<file path="src/rtl/ioIrqPkg.sv">
package ioIrqPkg;
  typedef struct packed {
    logic inprLoad;
    logic fgiSet;
    logic fgiClr;
    logic outrLoad;
    logic fgoSet;
    logic fgoClr;
    logic ienSet;
    logic ienClr;
    logic pendSet;
    logic pendClr;
  } ioStrobes_t;
endpackage

</file>
<file path="src/rtl/ioIrqCtrl.sv">
module ioIrqCtrl
  import ioIrqPkg::*;
#(
  parameter int STEP_W      = 4,
  parameter int SEL_W       = 6,
  parameter int FETCH_STEPS = 3
) (
  input  logic             clk,
  input  logic             rst_n,
  input  logic             devInValid,
  input  logic             devOutTake,
  input  logic             ioExec,
  input  logic [SEL_W-1:0] ioSel,
  input  logic [STEP_W-1:0] stepCnt,
  input  logic             fgi,
  input  logic             fgo,
  input  logic             ien,
  input  logic             pend,
  output ioStrobes_t       strb,
  output logic             acLoadReq,
  output logic             skipReq,
  output logic             arClrReq,
  output logic             trLoadPcReq,
  output logic             memWrTrReq,
  output logic             pcClrReq,
  output logic             pcIncReq,
  output logic             scClrReq
);
  localparam int SEL_IN   = SEL_W - 1;
  localparam int SEL_OUT  = SEL_W - 2;
  localparam int SEL_SKI  = SEL_W - 3;
  localparam int SEL_SKO  = SEL_W - 4;
  localparam int SEL_ION  = SEL_W - 5;
  localparam int SEL_IOF  = SEL_W - 6;
  localparam logic [STEP_W-1:0] STEP0 = STEP_W'(0);
  localparam logic [STEP_W-1:0] STEP1 = STEP_W'(1);
  localparam logic [STEP_W-1:0] STEP2 = STEP_W'(2);
  localparam logic [STEP_W-1:0] FETCH_END = STEP_W'(FETCH_STEPS);

  logic doIn, doOut, doIntEnd;

  always_comb begin
    doIn     = ioExec && ioSel[SEL_IN];
    doOut    = ioExec && ioSel[SEL_OUT];
    doIntEnd = pend && (stepCnt == STEP2);

    strb.inprLoad = devInValid && !fgi;
    strb.fgiSet   = devInValid && !fgi;
    strb.fgiClr   = doIn;
    strb.outrLoad = doOut;
    strb.fgoSet   = devOutTake && !fgo;
    strb.fgoClr   = doOut;
    strb.ienSet   = ioExec && ioSel[SEL_ION];
    strb.ienClr   = (ioExec && ioSel[SEL_IOF]) || doIntEnd;
    strb.pendSet  = !pend && ien && (fgi || fgo) && (stepCnt >= FETCH_END);
    strb.pendClr  = doIntEnd;

    acLoadReq = doIn;
    skipReq   = ioExec && ((ioSel[SEL_SKI] && fgi) || (ioSel[SEL_SKO] && fgo));

    arClrReq    = pend && (stepCnt == STEP0);
    trLoadPcReq = pend && (stepCnt == STEP0);
    memWrTrReq  = pend && (stepCnt == STEP1);
    pcClrReq    = pend && (stepCnt == STEP1);
    pcIncReq    = doIntEnd;
    scClrReq    = doIntEnd;
  end


  int_step_onehot_chk: assert property (@(posedge clk) disable iff (!rst_n)
    $onehot0({arClrReq, memWrTrReq, pcIncReq}));


  skip_needs_flag_chk: assert property (@(posedge clk) disable iff (!rst_n)
    skipReq |-> (ioExec && (fgi || fgo)));


  int_req_needs_pend_chk: assert property (@(posedge clk) disable iff (!rst_n)
    (arClrReq || memWrTrReq || pcIncReq) |-> pend);
endmodule

</file>
<file path="src/rtl/ioIrqDp.sv">
module ioIrqDp
  import ioIrqPkg::*;
#(
  parameter int DATA_W = 8
) (
  input  logic              clk,
  input  logic              rst_n,
  input  ioStrobes_t        strb,
  input  logic [DATA_W-1:0] devInData,
  input  logic [DATA_W-1:0] acLow,
  output logic [DATA_W-1:0] inpr,
  output logic [DATA_W-1:0] outr,
  output logic              fgi,
  output logic              fgo,
  output logic              ien,
  output logic              pend
);
  always_ff @(posedge clk) begin
    if (!rst_n) begin
      inpr <= '0;
      outr <= '0;
      fgi  <= 1'b0;
      fgo  <= 1'b1;
      ien  <= 1'b0;
      pend <= 1'b0;
    end else begin
      if (strb.inprLoad) inpr <= devInData;
      if (strb.outrLoad) outr <= acLow;
      // clears take priority over sets
      if (strb.fgiClr)      fgi <= 1'b0;
      else if (strb.fgiSet) fgi <= 1'b1;
      if (strb.fgoClr)      fgo <= 1'b0;
      else if (strb.fgoSet) fgo <= 1'b1;
      if (strb.ienClr)      ien <= 1'b0;
      else if (strb.ienSet) ien <= 1'b1;
      if (strb.pendClr)      pend <= 1'b0;
      else if (strb.pendSet) pend <= 1'b1;
    end
  end


  fgi_clr_wins_chk: assert property (@(posedge clk) disable iff (!rst_n)
    strb.fgiClr |=> !fgi);


  ien_clr_wins_chk: assert property (@(posedge clk) disable iff (!rst_n)
    strb.ienClr |=> !ien);


  pend_rise_needs_ien_chk: assert property (@(posedge clk) disable iff (!rst_n)
    $rose(pend) |-> $past(ien));


  outr_hold_chk: assert property (@(posedge clk) disable iff (!rst_n)
    !strb.outrLoad |=> $stable(outr));


  inpr_hold_full_chk: assert property (@(posedge clk) disable iff (!rst_n)
    fgi |=> $stable(inpr));
endmodule

</file>
<file path="src/rtl/ioIrqCtl.sv">
module ioIrqCtl
  import ioIrqPkg::*;
#(
  parameter int DATA_W      = 8,
  parameter int STEP_W      = 4,
  parameter int FETCH_STEPS = 3
) (
  input  logic              clk,
  input  logic              rst_n,
  input  logic              devInValid,
  input  logic [DATA_W-1:0] devInData,
  output logic              devInReady,
  input  logic              devOutTake,
  output logic              devOutValid,
  output logic [DATA_W-1:0] devOutData,
  input  logic              ioExec,
  input  logic [5:0]        ioSel,
  input  logic [DATA_W-1:0] acLow,
  input  logic [STEP_W-1:0] stepCnt,
  output logic              acLoadReq,
  output logic [DATA_W-1:0] acLoadData,
  output logic              skipReq,
  output logic              ienOut,
  output logic              intActive,
  output logic              arClrReq,
  output logic              trLoadPcReq,
  output logic              memWrTrReq,
  output logic              pcClrReq,
  output logic              pcIncReq,
  output logic              scClrReq
);
  ioStrobes_t strb;
  logic fgi, fgo, ien, pend;
  logic [DATA_W-1:0] inpr, outr;

  ioIrqCtrl #(.STEP_W(STEP_W), .SEL_W(6), .FETCH_STEPS(FETCH_STEPS)) u_ctrl (
    .clk(clk), .rst_n(rst_n), .devInValid(devInValid), .devOutTake(devOutTake),
    .ioExec(ioExec), .ioSel(ioSel), .stepCnt(stepCnt),
    .fgi(fgi), .fgo(fgo), .ien(ien), .pend(pend), .strb(strb),
    .acLoadReq(acLoadReq), .skipReq(skipReq),
    .arClrReq(arClrReq), .trLoadPcReq(trLoadPcReq), .memWrTrReq(memWrTrReq),
    .pcClrReq(pcClrReq), .pcIncReq(pcIncReq), .scClrReq(scClrReq)
  );

  ioIrqDp #(.DATA_W(DATA_W)) u_dp (
    .clk(clk), .rst_n(rst_n), .strb(strb), .devInData(devInData), .acLow(acLow),
    .inpr(inpr), .outr(outr), .fgi(fgi), .fgo(fgo), .ien(ien), .pend(pend)
  );

  assign devInReady  = !fgi;
  assign devOutValid = !fgo;
  assign devOutData  = outr;
  assign acLoadData  = inpr;
  assign ienOut      = ien;
  assign intActive   = pend;
endmodule

</file>
<file path="config.mk">
export PLATFORM = sky130hd
export DESIGN_NAME = ioIrqCtl
export DESIGN_NICKNAME = d
export VERILOG_FILES = /design/src/rtl/ioIrqPkg.sv /design/src/rtl/ioIrqCtrl.sv /design/src/rtl/ioIrqDp.sv /design/src/rtl/ioIrqCtl.sv
export SDC_FILE = /design/constraint.sdc
export NUM_CORES = 1
export LEC_CHECK = 0
export ABC_AREA = 0
export BUFFER_PORTS_ARGS = -buffer_cell sky130_fd_sc_hd__buf_2
export CORE_MARGIN = 10
export CORE_UTILIZATION = 40
export CTS_CLUSTER_SIZE = 16
export DETAILED_ROUTE_END_ITERATION = 8
export PLACE_DENSITY_LB_ADDON = 0.15
export SETUP_SLACK_MARGIN = 0.02
export SYNTH_ARGS = -nofsm -noshare
export SYNTH_HDL_FRONTEND = slang
export SYNTH_HIERARCHICAL = 1
export SYNTH_SLANG_ARGS = --single-unit
export TNS_END_PERCENT = 10
</file>
<file path="constraint.sdc">
create_clock -name clk -period 1.75 [get_ports clk]
set_clock_uncertainty 0.2 [all_clocks]
set_input_delay 0.175 -clock clk [delete_from_list [all_inputs] [get_ports clk]]
set_output_delay 0.175 -clock clk [all_outputs]
set_load 0.01 [all_outputs]
</file>
After elaboration in Yosys (flattened, before gate mapping)
Index checks and enable logic that the tools add are counted.

cells by class
  magnitude comparators = 1
  equal/unequal tests = 2
  multiplexer cells = 2
  bitwise gates (word level) = 1
  reductions and logical operators = 26

operator list
  cell                                                               number
  logical AND 1 bit                                                  15
  OR reduction 2 bit                                                 3
  equality test 4 x 1 -> 1 bit, second input constant                1
  equality test 4 x 2 -> 1 bit, second input constant                1
  greater-or-equal comparator 4 x 2 -> 1 bit, second input constant  1
  zero test 4 bit                                                    1
  zero test 1 bit                                                    3
  logical OR 1 bit                                                   3
  two-way mux 1 bit                                                  2
  nonzero test 2 bit                                                 1
  NOT 1 bit                                                          1

storage, ports and cells
  flip-flop bits (word level) = 20
  bits of input ports = 31
  output and inout bits = 28
  logic and storage cells = 38

Depth between registers and ports, before layout
Gate-level depths: netlist of run 1.

  word-level depth = 4
  gate-level depth with buffers = 5
  gate-level depth less buffers = 4

Hierarchy
Netlist of run 1, hierarchy kept.

by module, submodules not included
  module     times used  cells each  area each (sq um)  sequential area each (sq um)
  ioIrqDp    1           64          734.5              400.4
  ioIrqCtrl  1           25          181.4              0.0
  ioIrqCtl   1           2           7.5                0.0

Worst setup path before layout of run 1
No wires, ideal clock.

  path type = register to register
  start point = reg u_dp.fgi
  end point = reg u_dp.inpr[0]
  setup time = 116 ps
  arrival time = 924 ps
  required time = 1434 ps
  path slack = 510 ps
  stages on the path, launching flop included = 6
  buffers on the path = 2
  period minus slack after synthesis = 1240 ps
  cell sequence = dfxtp_1 -> nor2b_1 -> buf_4 -> buf_6 -> mux2i_1 -> nor2b_1

RTL lines
  element                 RTL line       text
  start, declared         ioIrqDp.sv:13  output logic fgi,
  start signal, assigned  ioIrqDp.sv:22  fgi <= 1'b0;
  start signal, assigned  ioIrqDp.sv:30  if (strb.fgiClr) fgi <= 1'b0;
  start signal, assigned  ioIrqDp.sv:31  else if (strb.fgiSet) fgi <= 1'b1;
  end signal, assigned    ioIrqDp.sv:27  if (strb.inprLoad) inpr <= devInData;
  end, declared           ioIrqDp.sv:11  output logic [DATA_W-1:0] inpr,

Worst setup path in the final report of run 1
  start point = reg u_dp.pend
  end point = out trLoadPcReq

on the way
  cells in the longest elaborated chain, start to end = 1

ends and longest elaborated chain
  element                 RTL line         text
  start, declared         ioIrqDp.sv:16    output logic pend
  start signal, assigned  ioIrqDp.sv:25    pend <= 1'b0;
  start signal, assigned  ioIrqDp.sv:36    if (strb.pendClr) pend <= 1'b0;
  start signal, assigned  ioIrqDp.sv:37    else if (strb.pendSet) pend <= 1'b1;
  logical AND 1 bit       ioIrqCtrl.sv:62  trLoadPcReq = pend && (stepCnt == STEP0);
  end, declared           ioIrqCtl.sv:26   output logic trLoadPcReq,

Every way passes these cells.

==> impl_results.md, run 1 <==
- CTS sink cnt: 20
- Hold Path Class: input port to flop
- Final cell count without fillers: 187
- Clk slew on worst S/H paths: 0.10 ns
- Vias in the first global route: 871
- Post-CTS Setup Repair Bufs: 0
- Unrepaired setup endpoints after global routing: no
- 1st-iter DRT viols: 24
- Synth Net Count: 122
- Synth warnings: 6
- Utilization after layout: 62.05%
- WL/cell: 13.18 um
- Relative slew slack: 65.47%
- CP Cell Sequence: and4bb_2, buf_2
- Ant diodes: 0
- Worst r2r dst: u_dp/pend
- Pleak: 0.0006850 uW
- Num ports: 59
- Post-synthesis register bit count: 20
- Residual DRC: 0
- P&R area growth vs syn: 48.65%
- Global-route wire length before repair: 3850 um
- Syn Inst Count: 91
- Core area: 2212 um^2
- R2R cell count: 4
- Crit Path Class: flop to output pin
- Sequential share of the synthesized area: 43.36%
- Setup crit end kind: output pin
- Hold Startpoint: rst_n
- Final setup margin: 0.2572 ns
- Setup slack, reg-to-reg: 0.44 ns
- Commonest cells after routing, fill and taps aside: buf_2, nor2b_1, dfxtp_1
- CTS root buf: clkbuf_4
- Via count: 838
- Comb power frac: 22.1%
- Die W: 68.05 um
- Pre-Repair DR Iteration Count: 2
- Largest net degree at the start of global routing: 21
- Worst setup SP type: flop
- Clk Latency, worst-skew pair: 0.28 ns
- Crit-path max FO: 7
- Hold Violations, Final: 0
- CP peak stage delay: 0.44 ns
- CTS tree: done
- Worst EP arrival: 1.12 ns
- Fin crit period: 1.493 ns
- Cell family contributing the most delay on the critical path: flip-flops
- Routed vias/inst: 4.481
- Die area: 4630 um^2
- PD cells: 655.2 nW/um^2
- Final antenna-violating net count: 0
- Most common cell after layout, fill and taps aside: buf_2
- Chip Height: 68.05 um
- Setup tns final: 0 ns
- Post-synth cell types: 19
- Hold path depth: 2
- Internal: 677.0 uW
- # setup viols final: 0
- Hold Crit Endpoint: u_dp/fgo
- Share of cells above drive strength 1: 41.51%
- Yosys top cell area share: 43.36%
- Cell Area, Synth: 923.4 um^2
- Cell taking the most area after synthesis: dfxtp_1
- Final Max Slew Viols: 0
- Row count: 17
- CTS buffer count: 3
- Fillers: 206
- Hpwl dp: 1802 um
- Max VDD drop: 369.8 uV
- Longest Clk Path Bufs: 2
- Levels on crit path: 2
- Buf/Inv on CP: 1
- Maximum achievable frequency: 0.6699 GHz
- Final Wtd Congestion: 0.6307
- Seq pwr share: 55.4%
- Sw Pwr: 222.2 uW
- Status: finished clean
- Clock power frac: 22.5%
- Nets: 192
- Net Sw Frac: 24.71%
- Top post-synthesis cells by area: dfxtp_1, mux2i_1, nor2b_1
- H-tree levels: 1
- Tcrit/Tclk final: 85.30%
- Critical Path RT: 1.37 ns
- Number of max-cap violations: 0
- Initial antenna violation count: 0
- Placed cells: 166
- Total length of routed wires: 2465 um
- I/O Buffers: 58
- Crit-path slowest cell: dfxtp_1
- Avg Inst Size Synth: 10.15 um^2
- Initial Util: 41.74%
- Total gr overflow: 0
- Post-place setup slack: 0.3705 ns
- Slew of the pin with the lowest slew margin: 0.5179 ns
- RR Startpoint: u_dp/fgi
- Gr usage total: 10.71%
how the worst max path moves through the flow:
stage                          from            to  slack [ns]
after floorplan            u_dp/fgi  u_dp/inpr[0]        0.51
after global placement       ioExec  u_dp/outr[0]        0.40
after detailed placement     ioExec  u_dp/outr[7]        0.37
after CTS                  ioSel[0]      u_dp/ien        0.04
after global routing      u_dp/pend   trLoadPcReq        0.16
final                     u_dp/pend   trLoadPcReq        0.26
flip-flops by register name, summed over array words and instances, names as in the netlist:
signal / count
u_dp/fgi: 1
u_dp/pend: 1
u_dp/ien: 1
u_dp/inpr: 8
u_dp/fgo: 1
u_dp/outr: 8
synthesized netlist by cell type:
library cell and number:
and4b_2 1, and4bb_2 1, mux2i_1 16, a32o_1 1
buf_4 8, clkbuf_2 1, buf_6 2, and3_1 1
and2_1 3, dfxtp_1 20, a2111oi_2 1, nor2_1 6
nor3b_1 3, nand2_1 1, inv_1 3, o21ai_0 1
clkbuf_1 1, nor2b_1 20, a22oi_1 1
logic make-up after synthesis:
kind of cell | Yosys count | share of synthesized area, %
compound gates | 4 | 4.064
flops | 20 | 43.36
simple gates | 36 | 24.12
mux | 16 | 17.34
buf+inv | 15 | 11.11
metrics by stage:
step / total power, uW / area, um^2 / hold WS, ns
CTS: 920.0 / 1378 / 0.01224
floorplan: 612.3 / 923.4 / 0.1445
global placement: 674.5 / 1165 / 0.2337
finish: 899.2 / 1373 / 0.02200
detailed placement: 677.7 / 1165 / 0.2417
global route: 954.8 / 1373 / 0.04406
timing repair:
item,in CTS,in global routing
hold buffers,19,0
resized for setup,0,1
hold endpoints to repair,18,0
setup endpoints to repair,0,1
metal layers:
metal  global-route usage, %  up-vias  wire [um]
li1                        -      432          -
met1                   10.51      371        897
met2                   18.37       31       1240
met3                   5.873        4        295
met4                   4.523        0         31
met5                       0        -          0
power by group through the flow:
| stage | logic (uW) | registers (uW) | clock network (uW) |
|---|---|---|---|
| floorplan | 92.5 | 520 | 0 |
| global placement | 166 | 508 | 0 |
| detailed placement | 169 | 509 | 0 |
| CTS | 202 | 499 | 220 |
| global route | 220 | 503 | 232 |
| finish | 199 | 498 | 202 |
layout make-up:
cell class / instances / area, um^2 / area share, %
timing repair buffer: 77 / 478.0 / 34.82
multi-input combinational: 56 / 425.4 / 30.99
sequential: 20 / 400.4 / 29.17
tap: 28 / 35.03 / 2.552
clock buffer: 3 / 22.52 / 1.641
inverter: 3 / 11.26 / 0.8204
No activity file was read; power rests on OpenSTA's default activity.
==> run 2, diff against run 1 <==
Settings changed: CELL_PAD_IN_SITES_DETAIL_PLACEMENT set to 1, CELL_PAD_IN_SITES_GLOBAL_PLACEMENT set to 2, CORE_UTILIZATION 40 to 22.
==> run 2 against run 1 <==
The run now ends with hold timing left. Global-route usage is 2.8 points lower. Register-to-register slack worse by 0.07 ns. Worst setup slack better by 0.021 ns. First-iteration DRC count is 17% lower. Count of clock-buffer cells in the layout stayed put. Cell area is 2.1% lower. Sequential share of layout area is 0.62 points higher. Final cell count is 8.0% higher. Utilization is 29 points lower. Critical path depth stayed put. Critical path type unchanged. Critical endpoint unchanged.
==> impl_results.md, run 2 (synthesis results as in run 1) <==
- Longest Clk Path Bufs: 2 (unchanged)
- Crit Path Class: flop to output pin (unchanged)
- Pre-Repair DR Iteration Count: 2 (unchanged)
- PD cells: 731.2 nW/um^2 (was 655.2 nW/um^2)
- Violated checks: hold timing
- Routed vias/inst: 4.045 (was 4.481)
- Most common cell after layout, fill and taps aside: buf_2 (unchanged)
- RR Startpoint: u_dp/fgo (was u_dp/fgi)
- Regs by FF count: u_dp/inpr (8), u_dp/outr (8) (unchanged)
- Comb power frac: 19.2% (was 22.1%)
- CTS resizes: 0 (unchanged)
- Fin crit period: 1.472 ns (was 1.493 ns)
- Via count: 817 (was 838)
- Vias in the first global route: 988 (was 871)
- Hold slack: -0.004902 ns (was 0.02200 ns)
- # setup viols final: 0 (unchanged)
- I/O Buffers: 58 (unchanged)
- H-tree levels: 1 (unchanged)
- Max VDD drop: 249.9 uV (was 369.8 uV)
- Slew of the pin with the lowest slew margin: 0.5192 ns (was 0.5179 ns)
- Chip Height: 84.79 um (was 68.05 um)
- Setup slack, reg-to-reg: 0.37 ns (was 0.44 ns)
- Cell area after layout: 1344 um^2 (was 1373 um^2)
- CTS tree: done (unchanged)
- DP Area: 1192 um^2 (was 1165 um^2)
- Hold Violations, Final: 1 (was 0)
- Initial antenna violation count: 0 (unchanged)
- Critical Path RT: 1.37 ns (about the same)
- R2R cell count: 4 (unchanged)
- Initial Util: 22.92% (was 41.74%)
- 1st-iter DRT viols: 20 (was 24)
- FF/Latch Area: 400.4 um^2 (unchanged)
- Hpwl dp: 2292 um (was 1802 um)
- Setup crit end kind: output pin (unchanged)
- CTS root buf: clkbuf_8 (was clkbuf_4)
- Commonest cells after routing, fill and taps aside: buf_2, nor2b_1, dfxtp_1 (unchanged)
- Worst r2r dst: u_dp/pend (unchanged)
- Final Wtd Congestion: 0.7111 (was 0.6307)
- Die area: 7189 um^2 (was 4630 um^2)
- Worst EP arrival: 1.10 ns (was 1.12 ns)
- Total gr overflow: 0 (unchanged)
- Multi-input gate area: 420.4 um^2 (was 425.4 um^2)
- Row count: 23 (was 17)
- Relative slew slack: 65.38% (was 65.47%)
- Net Sw Frac: 24.71% (about the same)
- Worst setup SP type: flop (unchanged)
- P&R area growth vs syn: 45.53% (was 48.65%)
- Maximum achievable frequency: 0.6795 GHz (was 0.6699 GHz)
- Sw Pwr: 242.8 uW (was 222.2 uW)
- Nets: 185 (was 192)
- Clk Latency, worst-skew pair: 0.25 ns (was 0.28 ns)
- Internal: 739.8 uW (was 677.0 uW)
- Fillers: 500 (was 206)
- Clock power frac: 29.9% (was 22.5%)
- Status: complete, but fails checks (was finished clean)
- CTS sink cnt: 20 (unchanged)
- Post-CTS Setup Repair Bufs: 0 (unchanged)
- Setup tns final: 0 ns (unchanged)
- Residual DRC: 0 (unchanged)
- Tcrit/Tclk final: 84.10% (was 85.30%)
- Cts hold-fix bufs: 11 (was 19)
- Total length of routed wires: 2874 um (was 2465 um)
- Number of max-cap violations: 0 (unchanged)
- Clk slew on worst S/H paths: 0.07 ns (was 0.10 ns)
- Hold path depth: 3 (was 2)
- Hold Path Class: input port to flop (unchanged)
- Gr usage total: 7.919% (was 10.71%)
- CTS buffer count: 3 (unchanged)
- WL/cell: 14.23 um (was 13.18 um)
- Post-place setup slack: 0.3603 ns (was 0.3705 ns)
- Ant diodes: 0 (unchanged)
- Final antenna-violating net count: 0 (unchanged)
- Pleak: 0.0006616 uW (was 0.0006850 uW)
- Global-route wire length before repair: 4650 um (was 3850 um)
- Total design power: 982.6 uW (was 899.2 uW)
- Core area: 4029 um^2 (was 2212 um^2)
- Unrepaired setup endpoints after global routing: no (unchanged)
- Hold Startpoint: devInData[6] (was rst_n)
- Share of cells above drive strength 1: 42.76% (was 41.51%)
- Final setup margin: 0.2783 ns (was 0.2572 ns)
- Num ports: 59 (unchanged)
- Final Max Slew Viols: 0 (unchanged)
- Crit-path max FO: 7 (unchanged)
- Seq pwr share: 50.9% (was 55.4%)
- Largest net degree at the start of global routing: 21 (unchanged)
- Hold Crit Endpoint: u_dp/inpr[6] (was u_dp/fgo)
- Die W: 84.79 um (was 68.05 um)
-- run 2: cell types whose count changed in the layout (fill, tap and decap cells not counted), sizes merged --
cell | previous run | this run
dlygate4sd3 | 18 | 11
-- run 2: per-stage QoR --
step,hold WS (ns),util (%),cells
finish,-0.004902,33.35,202
global route,0.01022,33.35,202
CTS,0.0004908,33.35,202
detailed placement,0.2453,29.60,188
global placement,0.2329,29.60,188
floorplan,0.1445,-,91
-- run 2: cell type report --
type                       instances  area share, %
tap                               50          4.655
sequential                        20          29.80
timing repair buffer              70          30.35
clock buffer                       3          3.073
multi-input combinational         56          31.28
inverter                           3         0.8380
-- run 2: worst max-delay path by stage --
| stage | from | to | slack, ns |
|---|---|---|---|
| finish | u_dp/pend | trLoadPcReq | 0.28 |
| global route | u_dp/pend | pcIncReq | 0.21 |
| CTS | u_dp/pend | trLoadPcReq | 0.26 |
| detailed placement | ioExec | u_dp/outr[7] | 0.36 |
| global placement | ioExec | u_dp/outr[1] | 0.36 |
| floorplan | u_dp/fgi | u_dp/inpr[0] | 0.51 |
-- run 2: layer usage --
layer  share of wire (%)  global-route usage, %  up-vias
met2                  48                  13.18       31
met1                  43                  8.717      368
met4                0.90                  2.695        0
met3                 7.7                  3.575        4
li1                    -                      -      414
met5                   0                      0        -
-- run 2: critical path: stages (launching register included) --
cell,delay [ns]
dfxtp_1,0.45
and4bb_2,0.26
buf_2,0.13
-- run 2: power by group through the flow --
stage | clock [uW] | sequential, uW | combinational (uW)
final | 294 | 500 | 189
after global routing | 326 | 504 | 212
after CTS | 309 | 501 | 194
after detailed placement | 0 | 512 | 174
after global placement | 0 | 510 | 171
after floorplan | 0 | 520 | 92.5
==> run 3, diff against run 2 <==
Settings changed: ABC_AREA 0 to 1, CORE_UTILIZATION 22 to 21.
Clock period 1.75 ns to 1.5 ns, I/O delays scaled along.
==> run 3 against run 2 <==
The run now ends clean. Power grew 43%. Worst hold slack gained 0.011 ns. Sequential power grew 19%. Non-clock buffer count grew 5. Critical path depth grew 1. Critical endpoint is now skipReq. Largest power group unchanged.
==> impl_results.md, run 3 <==
- Critical Path RT: 1.15 ns (was 1.37 ns)
- Die W: 91.00 um (was 84.79 um)
- Relative slew slack: 65.94% (was 65.38%)
- Commonest cells post-synth: nand2_1, nor2_1, inv_1, dfxtp_1, buf_4 (was dfxtp_1, nor2b_1, mux2i_1, buf_4, nor2_1)
- WL/cell: 11.16 um (was 14.23 um)
- Num ports: 59 (unchanged)
- Ys async rst share: 0% (unchanged)
- Cell Area, Synth: 1059 um^2 (was 923.4 um^2)
- Post-synth EDFFs: 0 (unchanged)
- Final antenna-violating net count: 0 (unchanged)
- Final setup margin: 0.1069 ns (was 0.2783 ns)
- Nets: 264 (was 185)
- Die area: 8280 um^2 (was 7189 um^2)
- Sequential share of the synthesized area: 37.83% (was 43.36%)
- Number of max-cap violations: 0 (unchanged)
- CTS buffer count: 3 (unchanged)
- Buf/Inv on CP: 1 (unchanged)
- Utilization after layout: 31.92% (was 33.35%)
- Routed vias/inst: 3.645 (was 4.045)
- CP peak stage delay: 0.41 ns (was 0.45 ns)
- Setup slack, reg-to-reg: 0.33 ns (was 0.37 ns)
- CTS sink cnt: 20 (unchanged)
- Crit Path Class: flop to output pin (unchanged)
- Max VDD drop: 305.5 uV (was 249.9 uV)
- Hold Violations, Final: 0 (was 1)
- Commonest cells after routing, fill and taps aside: buf_2, nand2_1, nor2_1 (was buf_2, nor2b_1, dfxtp_1)
- Tcrit/Tclk final: 92.88%
- Regs by FF count: u_dp/inpr (8), u_dp/outr (8) (unchanged)
- # setup viols final: 0 (unchanged)
- Total gr overflow: 0 (unchanged)
- Cell taking the most area after synthesis: dfxtp_1 (unchanged)
- Final Max Slew Viols: 0 (unchanged)
- Syn Inst Count: 167 (was 91)
- Synth Net Count: 198 (was 122)
- I/O Buffers: 58 (unchanged)
- Unrepaired setup endpoints after global routing: no (unchanged)
- Most common cell after layout, fill and taps aside: buf_2 (unchanged)
- Hold Path Class: input port to flop (unchanged)
- Post-place setup slack: 0.1992 ns (was 0.3603 ns)
- Setup tns final: 0 ns (unchanged)
- RR Startpoint: u_dp/fgi (was u_dp/fgo)
- Crit path from: u_dp/fgo (was u_dp/pend)
- Synth warnings: 6 (unchanged)
- Ant diodes: 0 (unchanged)
- Slew of the pin with the lowest slew margin: 0.5104 ns (was 0.5192 ns)
- Core area: 4817 um^2 (was 4029 um^2)
- Crit-path slowest cell: dfxtp_1 (unchanged)
- 1st-iter DRT viols: 13 (was 20)
- Global-route wire length before repair: 5658 um (was 4650 um)
- Worst setup SP type: flop (unchanged)
- CTS tree: done (unchanged)
- Post-synthesis register bit count: 20 (unchanged)
- Worst EP arrival: 1.04 ns (was 1.10 ns)
- Via count: 1090 (was 817)
- Clk slew on worst S/H paths: 0.08 ns (was 0.07 ns)
- Chip Height: 91.00 um (was 84.79 um)
- CP Cell Sequence: nand2_1, a21boi_0, buf_2 (was and4bb_2, buf_2)
- CTS root buf: clkbuf_8 (unchanged)
- Crit-path max FO: 5 (was 7)
- Pre-Repair DR Iteration Count: 2 (unchanged)
- Clk Latency, worst-skew pair: 0.26 ns (was 0.25 ns)
- Gr usage total: 8.196% (was 7.919%)
- Share of cells above drive strength 1: 30.60% (was 42.76%)
- Residual DRC: 0 (unchanged)
- Final Wtd Congestion: 0.7326 (was 0.7111)
- Status: finished clean (was complete, but fails checks)
- Vias in the first global route: 1241 (was 988)
- Levels on crit path: 3 (was 2)
- Setup crit end kind: output pin (unchanged)
- PD cells: 914.9 nW/um^2 (was 731.2 nW/um^2)
- Pleak: 0.0009238 uW (was 0.0006616 uW)
- Fin crit period: 1.393 ns
- Total length of routed wires: 3336 um (was 2874 um)
- Initial antenna violation count: 0 (unchanged)
- Synth Flop Type: dfxtp_1 (unchanged)
- H-tree levels: 1 (unchanged)
- Top post-synthesis cells by area: dfxtp_1, nand2_1, nor2_1 (was dfxtp_1, mux2i_1, nor2b_1)
- R2R cell count: 5 (was 4)
- Longest Clk Path Bufs: 2 (unchanged)
- Worst r2r dst: u_dp/inpr[5] (was u_dp/pend)
- Row count: 25 (was 23)
- Hpwl dp: 2642 um (was 2292 um)
- Yosys top cell area share: 37.83% (was 43.36%)
- Post-synth cell types: 12 (was 19)
- Largest net degree at the start of global routing: 21 (unchanged)
- Setup crit end: skipReq (was trLoadPcReq)
- Cell family contributing the most delay on the critical path: flip-flops (unchanged)
- Avg Inst Size Synth: 6.338 um^2 (was 10.15 um^2)
- Cell with the most instances after synthesis: nand2_1
- P&R area growth vs syn: 45.27% (was 45.53%)
- Initial Util: 21.97% (was 22.92%)
- Maximum achievable frequency: 0.7178 GHz
[run 3: cell count changes after synthesis, moves of 2 or more]
| cell | previous run | this run |
|---|---|---|
| and2_1 | 3 | 0 |
| buf_6 | 2 | 4 |
| buf_8 | 0 | 2 |
| inv_1 | 3 | 34 |
| mux2i_1 | 16 | 0 |
| nand2_1 | 1 | 46 |
| nand2_2 | 0 | 4 |
| nor2_1 | 6 | 45 |
| nor2b_1 | 20 | 0 |
| nor3b_1 | 3 | 0 |
[run 3: final cells by class]
class	instances	area (um^2)
Clock buffer	3	41.29
Clock inverter	1	30.03
Fill cell	647	3279
Inverter	34	127.6
Multi-Input combinational cell	99	395.4
Sequential cell	20	404.1
Tap cell	67	83.83
Timing Repair Buffer	75	455.4
[run 3: per-stage QoR]
step	total power, uW	std cells	area, um^2	hold slack, ns
6_report	1407	299	1538	0.006471
5_1_grt	1506	299	1538	0.04692
3_5_place_dp	854.8	279	1305	0.2585
3_3_place_gp	843.3	279	1305	0.2358
2_1_floorplan	765.2	167	1059	0.1382
4_1_cts	1445	298	1526	0.003750
[run 3: cells by family after synthesis]
family	after synthesis	share of synthesized area [%]
simple gates	97	36.17
flops	20	37.82
buf+inv	48	24.82
compound gates	2	1.182
[run 3: worst register-to-register path: cells and delay by family (launching register included)]
family | cells | cell delay (ns)
DFF | 1 | 0.35
buffers and inverters | 1 | 0.22
and+or+nand+nor | 4 | 0.30
[run 3: worst min path at each step]
stage / slack [ns] / startpoint / cells past startpoint / end
CTS: 0.004 / acLow[2] / 5 / u_dp/outr[2]
detailed placement: 0.26 / acLow[1] / 5 / u_dp/outr[1]
global placement: 0.24 / acLow[4] / 5 / u_dp/outr[4]
floorplan: 0.14 / devInData[1] / 4 / u_dp/inpr[1]
global route: 0.05 / acLow[6] / 5 / u_dp/outr[6]
finish: 0.006 / acLow[2] / 5 / u_dp/outr[2]
[run 3: timing repair]
item | 4_1_cts | 5_1_grt
hold buffers | 15 | 0
setup endpoints to repair | 0 | 2
resized for setup | 0 | 3
hold endpoints to repair | 15 | 0
setup buffers | 0 | 1
[run 3: power by group]
part           leakage [uW]  switching (uW)  internal, uW
clock network     0.0000357             187           356
registers          0.000166            23.1           569
logic              0.000722             143           129
total              0.000924             352          1050
[run 3: per-layer routing]
| metal | up-vias | GRT usage, % | part of all wire (%) |
|---|---|---|---|
| met5 | - | 0 | 0 |
| met4 | 0 | 2.742 | 0.63 |
| met3 | 2 | 3.045 | 7.0 |
| met2 | 35 | 13.96 | 45 |
| met1 | 467 | 9.211 | 47 |
| li1 | 586 | - | - |
